File: src/rtl/udma_pkg.sv
package udma_pkg;
  localparam int TIME_W = 4;
  localparam int SEL_W  = 2;
  localparam int DIV_W  = 1 << SEL_W;

  typedef struct packed {
    logic             en;
    logic [SEL_W-1:0] clksel;
    logic [TIME_W-1:0] ct;
    logic [TIME_W-1:0] rp;
  } drv_cfg_t;

  typedef enum logic [2:0] {
    S_IDLE, S_W_WAIT, S_W_LOAD, S_W_FIN, S_R_RUN, S_R_PAUSE
  } seq_state_t;

  // system clock cycles per base-clock tick
  function automatic int unsigned tick_div(input logic [SEL_W-1:0] sel);
    return 32'd1 << sel;
  endfunction

  // a zero cycle time is treated as one period
  function automatic logic [TIME_W-1:0] eff_ct(input logic [TIME_W-1:0] ct);
    return (ct == '0) ? TIME_W'(1) : ct;
  endfunction
endpackage

File: src/rtl/udma_tick_gen.sv
module udma_tick_gen
  import udma_pkg::*;
(
  input  logic             clk,
  input  logic             rst_n,
  input  logic             clr,
  input  logic [SEL_W-1:0] sel,
  output logic             tick
);
  logic [DIV_W-1:0] cnt;
  logic [DIV_W-1:0] last;

  always_comb last = DIV_W'(tick_div(sel) - 32'd1);
  assign tick = (cnt == last);

  always_ff @(posedge clk or negedge rst_n) begin
    if (!rst_n)     cnt <= '0;
    else if (clr)   cnt <= '0;
    else if (tick)  cnt <= '0;
    else            cnt <= cnt + DIV_W'(1);
  end

  AST_TICK_GAP: assert property (@(posedge clk) disable iff (!rst_n)
    (tick && !clr && sel != '0) |=> !tick);
endmodule

File: src/rtl/udma_rd_capture.sv
module udma_rd_capture #(
  parameter int DATA_W = 16,
  parameter int DEPTH  = 8
) (
  input  logic              clk,
  input  logic              rst_n,
  input  logic              en,
  input  logic              dev_strobe,
  input  logic [DATA_W-1:0] din,
  output logic              push,
  input  logic              pop,
  output logic              valid,
  output logic [DATA_W-1:0] dout
);
  localparam int AW = (DEPTH > 1) ? $clog2(DEPTH) : 1;
  localparam int CW = AW + 1;

  logic [2:0]        stb_q;
  logic [DATA_W-1:0] d1, d2;
  logic [DATA_W-1:0] mem [DEPTH];
  logic [AW-1:0]     wptr, rptr;
  logic [CW-1:0]     count;
  logic              full, do_push, do_pop, edge_seen;

  function automatic logic [AW-1:0] ptr_next(input logic [AW-1:0] p);
    return (32'(p) == DEPTH - 1) ? '0 : p + AW'(1);
  endfunction

  always_ff @(posedge clk or negedge rst_n) begin
    if (!rst_n) begin
      stb_q <= '0;
      d1    <= '0;
      d2    <= '0;
    end else begin
      stb_q <= {stb_q[1:0], dev_strobe};
      d1    <= din;
      d2    <= d1;
    end
  end

  assign edge_seen = stb_q[2] ^ stb_q[1];
  assign push      = edge_seen & en;
  assign full      = (32'(count) == DEPTH);
  assign do_push   = push & ~full;
  assign do_pop    = pop & (count != '0);
  assign valid     = (count != '0);
  assign dout      = mem[rptr];

  always_ff @(posedge clk) begin
    if (do_push) mem[wptr] <= d2;
  end

  always_ff @(posedge clk or negedge rst_n) begin
    if (!rst_n) begin
      wptr  <= '0;
      rptr  <= '0;
      count <= '0;
    end else begin
      if (do_push) wptr <= ptr_next(wptr);
      if (do_pop)  rptr <= ptr_next(rptr);
      case ({do_push, do_pop})
        2'b10:   count <= count + CW'(1);
        2'b01:   count <= count - CW'(1);
        default: count <= count;
      endcase
    end
  end

  AST_EDGE_STORED: assert property (@(posedge clk) disable iff (!rst_n)
    (en && stb_q[2] != stb_q[1] && !full) |=> valid);
  AST_FULL_HOLD: assert property (@(posedge clk) disable iff (!rst_n)
    (full && !pop) |=> full);
endmodule

File: src/rtl/udma_seq.sv
module udma_seq
  import udma_pkg::*;
#(
  parameter int DATA_W = 16,
  parameter int CNT_W  = 16
) (
  input  logic              clk,
  input  logic              rst_n,
  input  logic              start,
  input  logic              start_write,
  input  logic [CNT_W-1:0]  start_words,
  input  drv_cfg_t          start_cfg,
  input  logic              tick,
  output logic              tick_clr,
  output logic [SEL_W-1:0]  sel_q,
  input  logic [DATA_W-1:0] wr_data,
  output logic              wr_take,
  output logic [DATA_W-1:0] dout,
  output logic              host_strobe,
  input  logic              dev_ready,
  output logic              host_ready,
  output logic              stop,
  input  logic              cap_push,
  output logic              cap_en,
  output logic              busy,
  output logic              done
);
  seq_state_t        state;
  logic [CNT_W-1:0]  words_left;
  logic [TIME_W-1:0] ct_q, rp_q, ct_left, rp_left;
  logic [1:0]        rdy_q;
  logic              rdy_s, accept, toggle_now, last_push;

  assign rdy_s      = rdy_q[1];
  assign accept     = start && (state == S_IDLE) && start_cfg.en && (start_words != '0);
  assign toggle_now = (state == S_W_WAIT) && tick && (ct_left <= TIME_W'(1)) && rdy_s;
  assign last_push  = (state == S_R_RUN) && cap_push && (words_left == CNT_W'(1));
  assign tick_clr   = accept || (state == S_W_LOAD) || last_push;
  assign wr_take    = (accept && start_write) || (state == S_W_LOAD);
  assign busy       = (state != S_IDLE);
  assign cap_en     = (state == S_R_RUN) || (state == S_R_PAUSE);

  always_ff @(posedge clk or negedge rst_n) begin
    if (!rst_n) rdy_q <= '0;
    else        rdy_q <= {rdy_q[0], dev_ready};
  end

  always_ff @(posedge clk or negedge rst_n) begin
    if (!rst_n) begin
      state       <= S_IDLE;
      words_left  <= '0;
      ct_q        <= '0;
      rp_q        <= '0;
      ct_left     <= '0;
      rp_left     <= '0;
      sel_q       <= '0;
      dout        <= '0;
      host_strobe <= 1'b0;
      host_ready  <= 1'b0;
      stop        <= 1'b1;
      done        <= 1'b0;
    end else begin
      done <= 1'b0;
      case (state)
        S_IDLE: if (accept) begin
          words_left <= start_words;
          ct_q       <= eff_ct(start_cfg.ct);
          rp_q       <= start_cfg.rp;
          sel_q      <= start_cfg.clksel;
          stop       <= 1'b0;
          if (start_write) begin
            dout    <= wr_data;
            ct_left <= eff_ct(start_cfg.ct);
            state   <= S_W_WAIT;
          end else begin
            host_ready <= 1'b1;
            state      <= S_R_RUN;
          end
        end
        S_W_WAIT: if (tick) begin
          if (ct_left > TIME_W'(1)) begin
            ct_left <= ct_left - TIME_W'(1);
          end else if (rdy_s) begin
            host_strobe <= ~host_strobe;
            words_left  <= words_left - CNT_W'(1);
            state       <= (words_left == CNT_W'(1)) ? S_W_FIN : S_W_LOAD;
          end
        end
        S_W_LOAD: begin
          dout    <= wr_data;
          ct_left <= ct_q;
          state   <= S_W_WAIT;
        end
        S_W_FIN: begin
          stop  <= 1'b1;
          done  <= 1'b1;
          state <= S_IDLE;
        end
        S_R_RUN: if (cap_push) begin
          words_left <= words_left - CNT_W'(1);
          if (words_left == CNT_W'(1)) begin
            host_ready <= 1'b0;
            rp_left    <= rp_q;
            state      <= S_R_PAUSE;
          end
        end
        S_R_PAUSE: begin
          if (rp_left == '0) begin
            stop  <= 1'b1;
            done  <= 1'b1;
            state <= S_IDLE;
          end else if (tick) begin
            rp_left <= rp_left - TIME_W'(1);
          end
        end
        default: state <= S_IDLE;
      endcase
    end
  end

  // cycles since the last strobe transition or burst acceptance
  logic [15:0] gap_cnt;
  always_ff @(posedge clk or negedge rst_n) begin
    if (!rst_n)                     gap_cnt <= '0;
    else if (accept || toggle_now)  gap_cnt <= '0;
    else if (gap_cnt != 16'hFFFF)   gap_cnt <= gap_cnt + 16'd1;
  end

  AST_STROBE_SPACING: assert property (@(posedge clk) disable iff (!rst_n)
    (host_strobe != $past(host_strobe)) |-> (32'($past(gap_cnt)) + 32'd1 >= 32'(ct_q) * tick_div(sel_q)));
  AST_DATA_SETUP: assert property (@(posedge clk) disable iff (!rst_n)
    (host_strobe != $past(host_strobe)) |-> $stable(dout));
  AST_HOLD_UNREADY: assert property (@(posedge clk) disable iff (!rst_n)
    (!dev_ready && !$past(dev_ready) && !$past(dev_ready, 2)) |=> $stable(host_strobe));
  AST_DONE_SINGLE: assert property (@(posedge clk) disable iff (!rst_n)
    done |=> !done);
  AST_STOP_IDLE: assert property (@(posedge clk) disable iff (!rst_n)
    !busy |-> stop);
  AST_PAUSE_BEFORE_STOP: assert property (@(posedge clk) disable iff (!rst_n)
    $fell(host_ready) |-> !stop);
  AST_READ_READY: assert property (@(posedge clk) disable iff (!rst_n)
    (state == S_R_RUN) |-> (host_ready && !stop));
endmodule

File: src/rtl/udma_burst_engine.sv
module udma_burst_engine
  import udma_pkg::*;
#(
  parameter int DATA_W     = 16,
  parameter int CNT_W      = 16,
  parameter int DRIVES     = 4,
  parameter int FIFO_DEPTH = 8,
  parameter int DRV_W      = $clog2(DRIVES)
) (
  input  logic              clk,
  input  logic              rst_n,
  input  logic              cfg_we,
  input  logic [DRV_W-1:0]  cfg_drive,
  input  logic              cfg_enable,
  input  logic [1:0]        cfg_clksel,
  input  logic [3:0]        cfg_ct,
  input  logic [3:0]        cfg_rp,
  input  logic              start,
  input  logic [DRV_W-1:0]  start_drive,
  input  logic              start_write,
  input  logic [CNT_W-1:0]  start_words,
  output logic              busy,
  output logic              done,
  input  logic [DATA_W-1:0] wr_data,
  output logic              wr_take,
  output logic [DATA_W-1:0] ata_dout,
  output logic              host_strobe,
  input  logic              dev_ready,
  output logic              host_ready,
  output logic              stop,
  input  logic              dev_strobe,
  input  logic [DATA_W-1:0] ata_din,
  output logic              rd_valid,
  output logic [DATA_W-1:0] rd_data,
  input  logic              rd_pop
);
  drv_cfg_t         cfg_q [DRIVES];
  drv_cfg_t         sel_cfg;
  logic [DRIVES-1:0] cfg_hit;
  logic             tick, tick_clr, cap_push, cap_en;
  logic [SEL_W-1:0] sel_q;

  for (genvar g = 0; g < DRIVES; g++) begin : g_hit
    assign cfg_hit[g] = cfg_we && (32'(cfg_drive) == g);
  end

  always_ff @(posedge clk or negedge rst_n) begin
    if (!rst_n) begin
      for (int i = 0; i < DRIVES; i++) cfg_q[i] <= '0;
    end else begin
      for (int i = 0; i < DRIVES; i++)
        if (cfg_hit[i]) cfg_q[i] <= '{en: cfg_enable, clksel: cfg_clksel, ct: cfg_ct, rp: cfg_rp};
    end
  end

  assign sel_cfg = cfg_q[start_drive];

  udma_tick_gen u_tick (
    .clk(clk), .rst_n(rst_n), .clr(tick_clr), .sel(sel_q), .tick(tick)
  );

  udma_seq #(.DATA_W(DATA_W), .CNT_W(CNT_W)) u_seq (
    .clk(clk), .rst_n(rst_n),
    .start(start), .start_write(start_write), .start_words(start_words), .start_cfg(sel_cfg),
    .tick(tick), .tick_clr(tick_clr), .sel_q(sel_q),
    .wr_data(wr_data), .wr_take(wr_take), .dout(ata_dout), .host_strobe(host_strobe),
    .dev_ready(dev_ready), .host_ready(host_ready), .stop(stop),
    .cap_push(cap_push), .cap_en(cap_en), .busy(busy), .done(done)
  );

  udma_rd_capture #(.DATA_W(DATA_W), .DEPTH(FIFO_DEPTH)) u_cap (
    .clk(clk), .rst_n(rst_n), .en(cap_en), .dev_strobe(dev_strobe), .din(ata_din),
    .push(cap_push), .pop(rd_pop), .valid(rd_valid), .dout(rd_data)
  );
endmodule

File: config.mk
export PLATFORM = sky130hd
export DESIGN_NAME = udma_burst_engine
export DESIGN_NICKNAME = d
export VERILOG_FILES = /design/src/rtl/udma_pkg.sv /design/src/rtl/udma_tick_gen.sv /design/src/rtl/udma_rd_capture.sv /design/src/rtl/udma_seq.sv /design/src/rtl/udma_burst_engine.sv
export SDC_FILE = /design/constraint.sdc
export NUM_CORES = 1
export LEC_CHECK = 0
export CELL_PAD_IN_SITES_DETAIL_PLACEMENT = 0
export CELL_PAD_IN_SITES_GLOBAL_PLACEMENT = 2
export CORE_MARGIN = 2
export CORE_UTILIZATION = 45
export CTS_CLUSTER_SIZE = 16
export DETAILED_ROUTE_END_ITERATION = 16
export PLACE_DENSITY_LB_ADDON = 0.1
export SKIP_LAST_GASP = 1
export SYNTH_ARGS = -nofsm -noshare
export SYNTH_HDL_FRONTEND = slang
export SYNTH_SLANG_ARGS = --single-unit
File: constraint.sdc
create_clock -name clk -period 4.7 [get_ports clk]
set_input_delay 1.175 -clock clk [delete_from_list [all_inputs] [get_ports clk]]
set_output_delay 1.175 -clock clk [all_outputs]
set_load 0.02 [all_outputs]
==> out/summary.txt, run 1 <==
Fmax: 0.218 GHz
Sequential power share: 40.7%
Initial Util: 46.2%
Hold Path Depth: 0
P&R area growth vs syn: 20.5%
Detailed Route WL: 24200 µm
Status: finished, final reports clean
Lkg Pwr: 5.31 nW
Setup TNS: 0 ps
Final period utilization: 97.8%
I/O Pins: 110
Synth cell types: 70
Final net count: 941
WHS: 347 ps
Total track usage: 18.2%
R2R Path Start: u_seq.state[0]
Vias in the first global route: 7132
Via count: 6768
Drt pass-1 iters: 5
Crit path capture type: primary output
Hold path startpoint: u_cap.d1[0]
Vias per inst: 5.60
Tightest Pin Transition: 1140 ps
Pin count of the biggest net entering global routing: 99
Commonest non-fill, non-tap cell in the layout: dfrtp_1
Global route total overflow: 0
Commonest non-fill, non-tap cells in the layout: 150 x dfrtp_1, 128 x edfxtp_1, 108 x clkdlybuf4s50_1
Post-CTS Resized: 0
MaxCap Viol Count: 0
RD Place Congestion: 0.815
CTS Hold Bufs: 0
Clk pin slew, worst setup/hold paths: 60 ps
Cell Rows: 58
Die H: 165 µm
Routed Antenna Nets: 0
R2R cell count: 5
Seq/Total Area, Yosys: 65.4%
Slew margin rel.: 24.0%
Synth async-reset ratio: 54.3%
Switching pwr: 0.00285 W
Worst-path fanout max: 3
# Post-CTS Setup Buffers: 0
Routed length per instance: 20.0 µm
FF-to-FF setup slack: 1720 ps
Clock root cell: clkbuf_16
Core Area: 25300 µm²
Number of synthesized flops with an enable pin: 128
Synth area leaders: edfxtp_1 33%, dfrtp_1 32%, mux4_2 8.3%, mux2_2 7.5%, ha_1 1.4%
Maximum clock insertion buffer count: 3
Share of cells above drive strength 1: 24.1%
Crit path required time: 3520 ps
Comb power frac: 34.7%
CTS HTree Levels: 1
Post-synthesis net count: 817
Register bit count reported by yosys: 280
Antenna violations before repair: 0
RSZ-0062 raised after global routing: false
Minimum clock period: 4600 ps
Setup-failing EPs final: 0
Switching fraction of total power: 33.3%
Hold Vio Cnt, Final: 0
Number of buffers created by CTS: 29
Yosys top cell area share: 32.9%
Min-delay worst type: reg2reg
Final slew viol count: 0
DRC Markers: 0
YS warnings: 0
Fillcell total: 2009
Cell Area, Synth: 11700 µm²
Worst Path Arrival: 3420 ps
Clk sink count: 280
Die ar.: 27300 µm²
Internal power component: 0.00570 W
R2r endpoint: u_seq.words_left[1]
Startpoint Class: input port
Worst-skew pair later-pin latency: 540 ps
CTS tree: built
Syn_area_per_cell: 16.0 µm²
Clock share of power: 24.6%
Detailed Route Iter0 Violations: 385
Peak VDD IR: 0.359 mV
Post-route clock skew: 9.29 ps
Cells after Synth: 732
Primary FF master, synth: dfrtp_1
Die Wd: 165 µm
Kind of critical path: in2out
IO Port Bufs: 109
Hold endpoint: u_cap.d2[0]
Leading area contributor after synthesis: edfxtp_1
DP Wirelength: 15600 µm
Ant. Diodes: 0
First-pass GRT wire length: 38400 µm
Pwr Density: 607 nW/µm²
## cells in the mapped netlist, types with 3 or more instances
library cell  instances
a21o_1                3
a21oi_1              12
a22oi_1               8
a2bb2oi_1             3
a31oi_1               5
and3_1                4
buf_2                10
clkbuf_1             19
dfrtp_1             151
edfxtp_1            128
ha_1                 13
inv_1                16
mux2_2               78
mux2_4                9
mux4_2               43
nand2_1              30
nand2b_1              5
nand3_1               4
nand3b_1              5
nand4_1               3
nor2_1               37
nor2b_1               4
nor3_1               18
nor3b_1               9
nor4_1                8
o21ai_0              25
o22a_1                3
o22ai_1               3
o41ai_1              12
xnor2_1               6
xor2_1                4
## how the worst max path moves through the flow
| stage | slack [ps] | depth (start not counted) | startpoint | endpoint |
|---|---|---|---|---|
| 6_report | 100 | 7 | start_words[11] | wr_take |
| 5_1_grt | 50 | 7 | start_words[11] | wr_take |
| 4_1_cts | 90 | 7 | start_words[11] | wr_take |
| 3_5_place_dp | 120 | 7 | start_words[11] | wr_take |
| 3_3_place_gp | 110 | 7 | start_words[11] | wr_take |
| 2_1_floorplan | 990 | 6 | start_drive[0] | wr_take |
## cells by family (layout without fill, tap and decap cells)
family / count (synthesis) / after routing / share of synthesized area [%]
buffers and inverters: 49 / 196 / 1.87
muxes: 132 / 132 / 17.1
and+or+nand+nor: 146 / 146 / 7.08
DFF: 280 / 280 / 65.4
xor gates and xnor gates: 10 / 10 / 0.749
AOI/OAI and AO/OA: 101 / 101 / 6.20
adders and majority gates: 14 / 14 / 1.56
## sequential cells by signal, summed over array words and instances, names as in the netlist, 2 cells and up
signal / flops
u_tick.cnt: 4
u_seq.dout: 16
u_seq.sel_q: 2
u_seq.rp_left: 4
u_seq.state: 3
u_cap.wptr: 3
u_cap.d2: 16
u_seq.rp_q: 4
u_cap.count: 4
u_seq.ct_left: 4
u_seq.words_left: 16
u_seq.rdy_q: 2
u_cap.stb_q: 3
cfg_q: 44
u_cap.rptr: 3
u_cap.d1: 16
u_seq.ct_q: 4
u_cap.mem: 128
## metrics by stage
stage                     power (W)  std cells  setup slack [ps]  utilization [%]  instance area [µm²]
final                       0.00856       1209               103             55.6                14100
after global routing        0.00906       1209              45.3             55.6                14100
after CTS                   0.00865       1209              91.9             55.6                14100
after detailed placement    0.00651       1155               120             52.2                13200
after global placement      0.00644       1155               113             52.2                13200
after floorplan             0.00546        732               986                -                11700
## routing by layer
layer / vias up / wire (µm) / track usage, %
met4: 0 / 354 / 3.83
li1: 3079 / - / -
met2: 140 / 12600 / 32.3
met1: 3515 / 10300 / 23.6
met3: 34 / 990 / 2.82
met5: - / 0 / 0
## critical path: stages
cell and delay [ps]:
clkdlybuf4s50_1 440, nor4_1 430, nand4_1 280, and4_4 290, a21oi_4 180, inv_1 60, clkdlybuf4s50_1 560
## power by group through the flow
stage | Sequential (W) | Clock [W] | Combinational (W)
after detailed placement | 0.00353 | 0 | 0.00299
after global routing | 0.00355 | 0.00227 | 0.00324
after CTS | 0.00348 | 0.00216 | 0.00300
after global placement | 0.00350 | 0 | 0.00294
after floorplan | 0.00341 | 0 | 0.00205
final | 0.00348 | 0.00211 | 0.00297
## final cells by class
class | instances | area, µm² | area share [%]
clock buffers | 38 | 759 | 5.39
flip-flops and latches | 280 | 7650 | 54.3
well taps | 330 | 413 | 2.93
inverters | 17 | 63.8 | 0.453
clock inverters | 16 | 115 | 0.817
repair buffers | 125 | 1220 | 8.69
multi-input cells | 403 | 3860 | 27.4
No activity file was read; power rests on OpenSTA's default activity.
==> run 2: changes to the inputs <==
- ABC_AREA: not set -> 1
- CORE_UTILIZATION: 45 -> 40
- REMOVE_ABC_BUFFERS: not set -> 1
==> out/summary.txt, run 2 <==
Fraction of the mapped netlist area in compound gates: 8.35% (+2.2 points)
Die ar.: 31600 µm² (+16%)
I/O Pins: 110 (unchanged)
Seq/Total Area, Yosys: 63.3% (-2.2 points)
Fillcell total: 2730 (+36%)
Crit path capture type: primary output
Final slew viol count: 0 (unchanged)
Max reg flops: 128 (unchanged)
Die H: 178 µm (+7.7%)
Setup ws final: 445 ps (+342 ps)
CP startpoint: start_words[1]
Lkg Pwr: 6.36 nW (+20%)
CTS HTree Levels: 1 (unchanged)
Core Area: 29700 µm² (+17%)
DRC Markers: 0 (unchanged)
Post-route clock skew: 17.2 ps (+7.87 ps)
Slew margin rel.: 40.6% (+17 points)
Synth Area in XOR/XNOR: 0.724% (-0.025 points)
Multiplexer share of the synthesized area: 0.0931% (-17 points)
Commonest non-fill, non-tap cell in the layout: nand2_1
RD Place Congestion: 0.754 (-7.5%)
Pwr Density: 652 nW/µm² (+7.3%)
FF-to-FF setup slack: 2110 ps (+390 ps)
Primary FF master, synth: dfrtp_1
Biggest register: u_cap.mem
Post-CTS Resized: 0 (unchanged)
Minimum clock period: 4260 ps (-342 ps)
Final period utilization: 90.5% (-7.3 points)
R2r endpoint: u_cap.mem[6][5]
Worst path max stage delay: 530 ps (-30 ps)
R2R Path Start: u_cap.stb_q[1]
Clk sink count: 280 (unchanged)
CP endpoint: wr_take
First-pass GRT wire length: 44900 µm (+17%)
Adder-cell area share of the yosys netlist: 1.51% (-0.051 points)
Synth async-reset ratio: 54.3% (unchanged)
Most common library cells after synthesis: 345 x nand2_1, 185 x nor2_1, 151 x dfrtp_1
YS warnings: 0 (unchanged)
Global route total overflow: 0 (unchanged)
Maximum clock insertion buffer count: 3 (unchanged)
Commonest non-fill, non-tap cells in the layout: 345 x nand2_1, 185 x nor2_1, 151 x dfrtp_1
Setup-failing EPs final: 0 (unchanged)
Routed Antenna Nets: 0 (unchanged)
DP Wirelength: 17600 µm (+13%)
Number of buffers created by CTS: 30 (+3.4%)
Total Power: 0.00964 W (+13%)
Peak VDD IR: 0.299 mV (-17%)
Crit path depth: 10 (+3)
Cell Rows: 63 (+8.6%)
Slowest cell on crit path: clkdlybuf4s50_1
Final net count: 1438 (+53%)
Antenna violations before repair: 0 (unchanged)
Most frequent cell after synthesis: nand2_1
Cell Area, Synth: 12100 µm² (+3.4%)
Number of synthesized flops with an enable pin: 128 (unchanged)
Share of synthesized cell area in and, or, nand and nor gates: 21.7% (+15 points)
IO Port Bufs: 109 (unchanged)
Register bit count reported by yosys: 280 (unchanged)
Startpoint Class: input port
Drt pass-1 iters: 4 (-1)
CTS tree: built
Min-delay worst type: reg2reg
Fmax: 0.235 GHz (+8.0%)
Detailed Route Iter0 Violations: 414 (+7.5%)
Detailed Route WL: 27300 µm (+13%)
Setup TNS: 0 ps (unchanged)
Die Wd: 178 µm (+7.7%)
R2R cell count: 8 (+3)
Total track usage: 17.9% (-0.28 points)
Worst Path Arrival: 3080 ps (-340 ps)
Tightest Pin Transition: 888 ps (-251 ps)
Cells after Synth: 1233 (+68%)
Buf/Inv on CP: 3 (unchanged)
Worst-skew pair later-pin latency: 570 ps (+30 ps)
Worst-path fanout max: 18 (+15)
Hold Vio Cnt, Final: 0 (unchanged)
Combinational family with the most area after synthesis: simple AND/OR/NAND/NOR gates
Share of cells above drive strength 1: 8.42% (-16 points)
Status: finished, final reports clean
Vias per inst: 4.86 (-13%)
WHS: 347 ps (+0.323 ps)
Clock root cell: clkbuf_16
Synth cell types: 44 (-37%)
Initial Util: 40.7% (-5.5 points)
Crit path required time: 3520 ps (about the same)
Syn_area_per_cell: 9.81 µm² (-39%)
Kind of critical path: in2out
Biggest regs: u_cap.mem (128), cfg_q (44)
CTS Hold Bufs: 0 (unchanged)
Clk pin slew, worst setup/hold paths: 60 ps (about the same)
Yosys top cell area share: 31.8% (-1.1 points)
Critical path, cell by cell: clkdlybuf4s50_1 -> nor2_1 -> nand2_1 -> nor2_1 -> nand2_1 -> nand3_4 -> nand2_8 -> nand2_4 -> clkinv_4 -> clkdlybuf4s50_1
Family with the most delay on the worst path: buffers and inverters
Ant. Diodes: 0 (unchanged)
Routed length per instance: 15.5 µm (-23%)
Placement Setup Slack: 391 ps (+271 ps)
Leading area contributor after synthesis: edfxtp_1
Via count: 8585 (+27%)
MaxCap Viol Count: 0 (unchanged)
Synth area leaders: edfxtp_1 32%, dfrtp_1 31%, nand2_1 11%, nor2_1 5.7%, o21ai_0 5.0%
# Post-CTS Setup Buffers: 0 (unchanged)
P&R area growth vs syn: 22.3%
Pin count of the biggest net entering global routing: 79 (-20%)
RSZ-0062 raised after global routing: false
Vias in the first global route: 8541 (+20%)
[run 2: cell types whose count changed after synthesis, sizes merged, moves of 12 or more]
| cell | previous run | this run |
|---|---|---|
| o21ai | 25 | 123 |
| mux4 | 43 | 0 |
| mux2 | 87 | 1 |
| nor2 | 37 | 191 |
| o32ai | 0 | 32 |
| nand2 | 30 | 363 |
| nand3 | 4 | 61 |
| inv | 17 | 80 |
| o41ai | 12 | 0 |
| nor3 | 19 | 1 |
[run 2: area by class of cell]
class	count	area [µm²]	area share, %
Sequential cell	280	7650	51.7
Multi-Input combinational cell	825	3910	26.5
Timing Repair Buffer	133	1300	8.78
Clock buffer	40	848	5.74
Tap cell	390	488	3.30
Inverter	83	323	2.18
Clock inverter	16	267	1.80
[run 2: how the worst min path moves through the flow]
stage | start | end | slack, ps | cells past startpoint
after floorplan | u_cap.d1[0] | u_cap.d2[0] | 330 | 0
after global placement | u_cap.d1[6] | u_cap.d2[6] | 330 | 0
after detailed placement | u_cap.d1[5] | u_cap.d2[5] | 330 | 0
after CTS | u_cap.d1[5] | u_cap.d2[5] | 350 | 0
after global routing | u_cap.d1[0] | u_cap.d2[0] | 350 | 0
final | u_cap.d1[1] | u_cap.d2[1] | 350 | 0
[run 2: worst register-to-register path, stage by stage (launching register included)]
cell and delay [ps]:
dfrtp_1 390, nand2_1 60, nand2_1 110, inv_1 130, nand4_1 210, inv_1 210
nand2_1 130, nor2_1 700, buf_4 350
[run 2: routing by layer]
layer / track usage [%] / routed length [µm] / vias up
met5: 0 / 0 / -
met2: 30.9 / 13100 / 147
li1: - / - / 4333
met3: 2.59 / 1060 / 39
met4: 3.96 / 569 / 0
met1: 23.9 / 12600 / 4066
[run 2: through the flow]
step | cells | util (%) | instance area, µm²
floorplan | 1188 | - | 11900
global placement | 1711 | 46.0 | 13700
detailed placement | 1711 | 46.0 | 13700
CTS | 1767 | 49.8 | 14800
global route | 1767 | 49.8 | 14800
finish | 1767 | 49.8 | 14800
[run 2: cell families (layout without fill, tap and decap cells)]
logic type / count (synthesis) / after routing
muxes: 1 / 1
adders and majority gates: 14 / 14
xor gates and xnor gates: 10 / 10
buffers and inverters: 128 / 272
and+or+nand+nor: 626 / 626
DFF: 280 / 280
AOI/OAI and AO/OA: 174 / 174
[run 2: where the power goes]
part           switching, W  total (W)  internal, W
sequential         0.000369    0.00343      0.00306
combinational       0.00225    0.00363      0.00138
clock              0.000974    0.00258      0.00160
==> run 3: changes to the inputs <==
- CORE_ASPECT_RATIO: not set -> 1.25
- CORE_UTILIZATION: 40 -> 37
- clock period: 4.7 -> 4.5 ns (I/O delays scaled with it)
==> out/summary.txt, run 3 (synthesized netlist as in run 2, its figures left out) <==
Crit path required time: 3380 ps (-140 ps)
Final net count: 1436 (-0.14%)
Worst-path fanout max: 9 (-9)
Critical path, cell by cell: clkdlybuf4s50_1 -> nor2_1 -> nand2_1 -> nor2_1 -> nand2_1 -> nand3_4 -> nand2_8 -> nand2_4 -> clkinv_4 -> clkdlybuf4s50_1
Slew margin rel.: 43.3% (+2.7 points)
Pin count of the biggest net entering global routing: 75 (-5.1%)
CTS tree: built
Detailed Route Iter0 Violations: 434 (+4.8%)
Antenna violations before repair: 0 (unchanged)
P&R area growth vs syn: 20.9%
Setup ws final: 313 ps (-132 ps)
Area after DPL: 13700 µm² (+0.21%)
Tightest Pin Transition: 848 ps (-39.9 ps)
Crit path depth: 10 (unchanged)
R2r endpoint: u_cap.count[3]
Startpoint Class: input port
Commonest non-fill, non-tap cells in the layout: 345 x nand2_1, 185 x nor2_1, 150 x dfrtp_1
Lkg Pwr: 6.26 nW (-1.6%)
Routed Antenna Nets: 0 (unchanged)
Vias per inst: 4.80 (-1.2%)
Cell Rows: 74 (+17%)
First-pass GRT wire length: 45200 µm (+0.57%)
CTS HTree Levels: 1 (unchanged)
FF-to-FF setup slack: 2110 ps (about the same)
Die Wd: 166 µm (-6.8%)
Status: finished, final reports clean
RD Place Congestion: 0.738 (-2.0%)
Clock root cell: clkbuf_16
CP startpoint: start_words[10]
Peak VDD IR: 0.357 mV (+19%)
Setup TNS: 0 ps (unchanged)
Post-route clock skew: 6.54 ps (-10.6 ps)
Share of cells above drive strength 1: 7.79% (-0.64 points)
Worst-skew pair later-pin latency: 550 ps (-20 ps)
Pwr Density: 663 nW/µm² (+1.7%)
Die H: 206 µm (+16%)
Max reg flops: 128 (unchanged)
Crit path capture type: primary output
Routed length per instance: 15.7 µm (+1.3%)
Final period utilization: 93.1%
Slowest cell on crit path: clkdlybuf4s50_1
Kind of critical path: in2out
MaxCap Viol Count: 0 (unchanged)
DP Wirelength: 18000 µm (+2.6%)
Commonest non-fill, non-tap cell in the layout: nand2_1
Initial Util: 37.3% (-3.4 points)
Number of buffers created by CTS: 29 (-3.3%)
Vias in the first global route: 8393 (-1.7%)
Min-delay worst type: reg2reg
Total track usage: 16.7% (-1.2 points)
Fmax: 0.239 GHz
IO Port Bufs: 109 (unchanged)
Post-CTS Resized: 0 (unchanged)
DRC Markers: 0 (unchanged)
Total Power: 0.00969 W (+0.58%)
Biggest register: u_cap.mem
Drt pass-1 iters: 5 (+1)
CTS Hold Bufs: 0 (unchanged)
Hold Vio Cnt, Final: 0 (unchanged)
Minimum clock period: 4190 ps
Worst path max stage delay: 530 ps (about the same)
Family with the most delay on the worst path: buffers and inverters
R2R Path Start: u_cap.count[1]
CP endpoint: wr_take
Via count: 8604 (+0.22%)
# Post-CTS Setup Buffers: 0 (unchanged)
Die ar.: 34100 µm² (+8.0%)
Core Area: 32400 µm² (+9.0%)
R2R cell count: 10 (+2)
Detailed Route WL: 28100 µm (+2.8%)
Clk pin slew, worst setup/hold paths: 60 ps (about the same)
Worst Path Arrival: 3060 ps (-20 ps)
Placement Setup Slack: 329 ps (-61.5 ps)
RSZ-0062 raised after global routing: false
Ant. Diodes: 0 (unchanged)
Clk sink count: 280 (unchanged)
Final slew viol count: 0 (unchanged)
Buf/Inv on CP: 3 (unchanged)
Setup-failing EPs final: 0 (unchanged)
Global route total overflow: 0 (unchanged)
Biggest regs: u_cap.mem (128), cfg_q (44)
Maximum clock insertion buffer count: 3 (unchanged)
Final Cell Area: 14600 µm² (-1.1%)
I/O Pins: 110 (unchanged)
run 3: cell count changes in the layout (fill, tap and decap cells not counted), sizes merged:
cell and change:
buf -1, bufinv -5, clkbuf +1, clkinvlp +1
inv +1
run 3: per-layer routing:
metal	track usage (%)	share of wire [%]	routed length (µm)
met4	5.19	2.3	645
met5	0	0	0
met1	20.5	44	12500
met3	2.68	3.9	1100
met2	30.1	49	13900
run 3: area by class of cell:
cell class,count,area (µm²)
fill,3091,17800
clock inverter,13,98.8
multi-input combinational,825,3910
tap,418,523
inverter,83,323
clock buffer,41,821
sequential,280,7650
timing repair buffer,132,1290
run 3: stage by stage:
| stage | hold WS [ps] | cells | utilization (%) |
|---|---|---|---|
| 4_1_cts | 350 | 1792 | 45.1 |
| 5_1_grt | 356 | 1792 | 45.1 |
| 3_5_place_dp | 336 | 1738 | 42.3 |
| 6_report | 347 | 1792 | 45.1 |
| 2_1_floorplan | 331 | 1188 | - |
| 3_3_place_gp | 331 | 1738 | 42.3 |
run 3: worst min-delay path by stage:
stage,start,endpoint,cells after the start
6_report,u_seq.rdy_q[0],u_seq.rdy_q[1],0
5_1_grt,u_cap.d1[9],u_cap.d2[9],0
4_1_cts,u_cap.d1[10],u_cap.d2[10],0
3_5_place_dp,u_cap.d1[10],u_cap.d2[10],0
3_3_place_gp,u_seq.rdy_q[0],u_seq.rdy_q[1],0
2_1_floorplan,u_cap.d1[0],u_cap.d2[0],0
run 3: worst reg2reg max path, stage by stage (launching register included):
cell     delay [ps]
dfrtp_1         410
nor2_1          160
nand3_1         160
nand2_1         170
inv_1           110
ha_1            270
ha_1            350
a21oi_1         130
o21ai_0         110
xor2_1          150
mux2_2          260
run 3: where the power goes:
group	switching, W	total [W]	internal [W]
Combinational	0.00235	0.00379	0.00144
Clock	0.000982	0.00231	0.00132
Sequential	0.000396	0.00360	0.00320
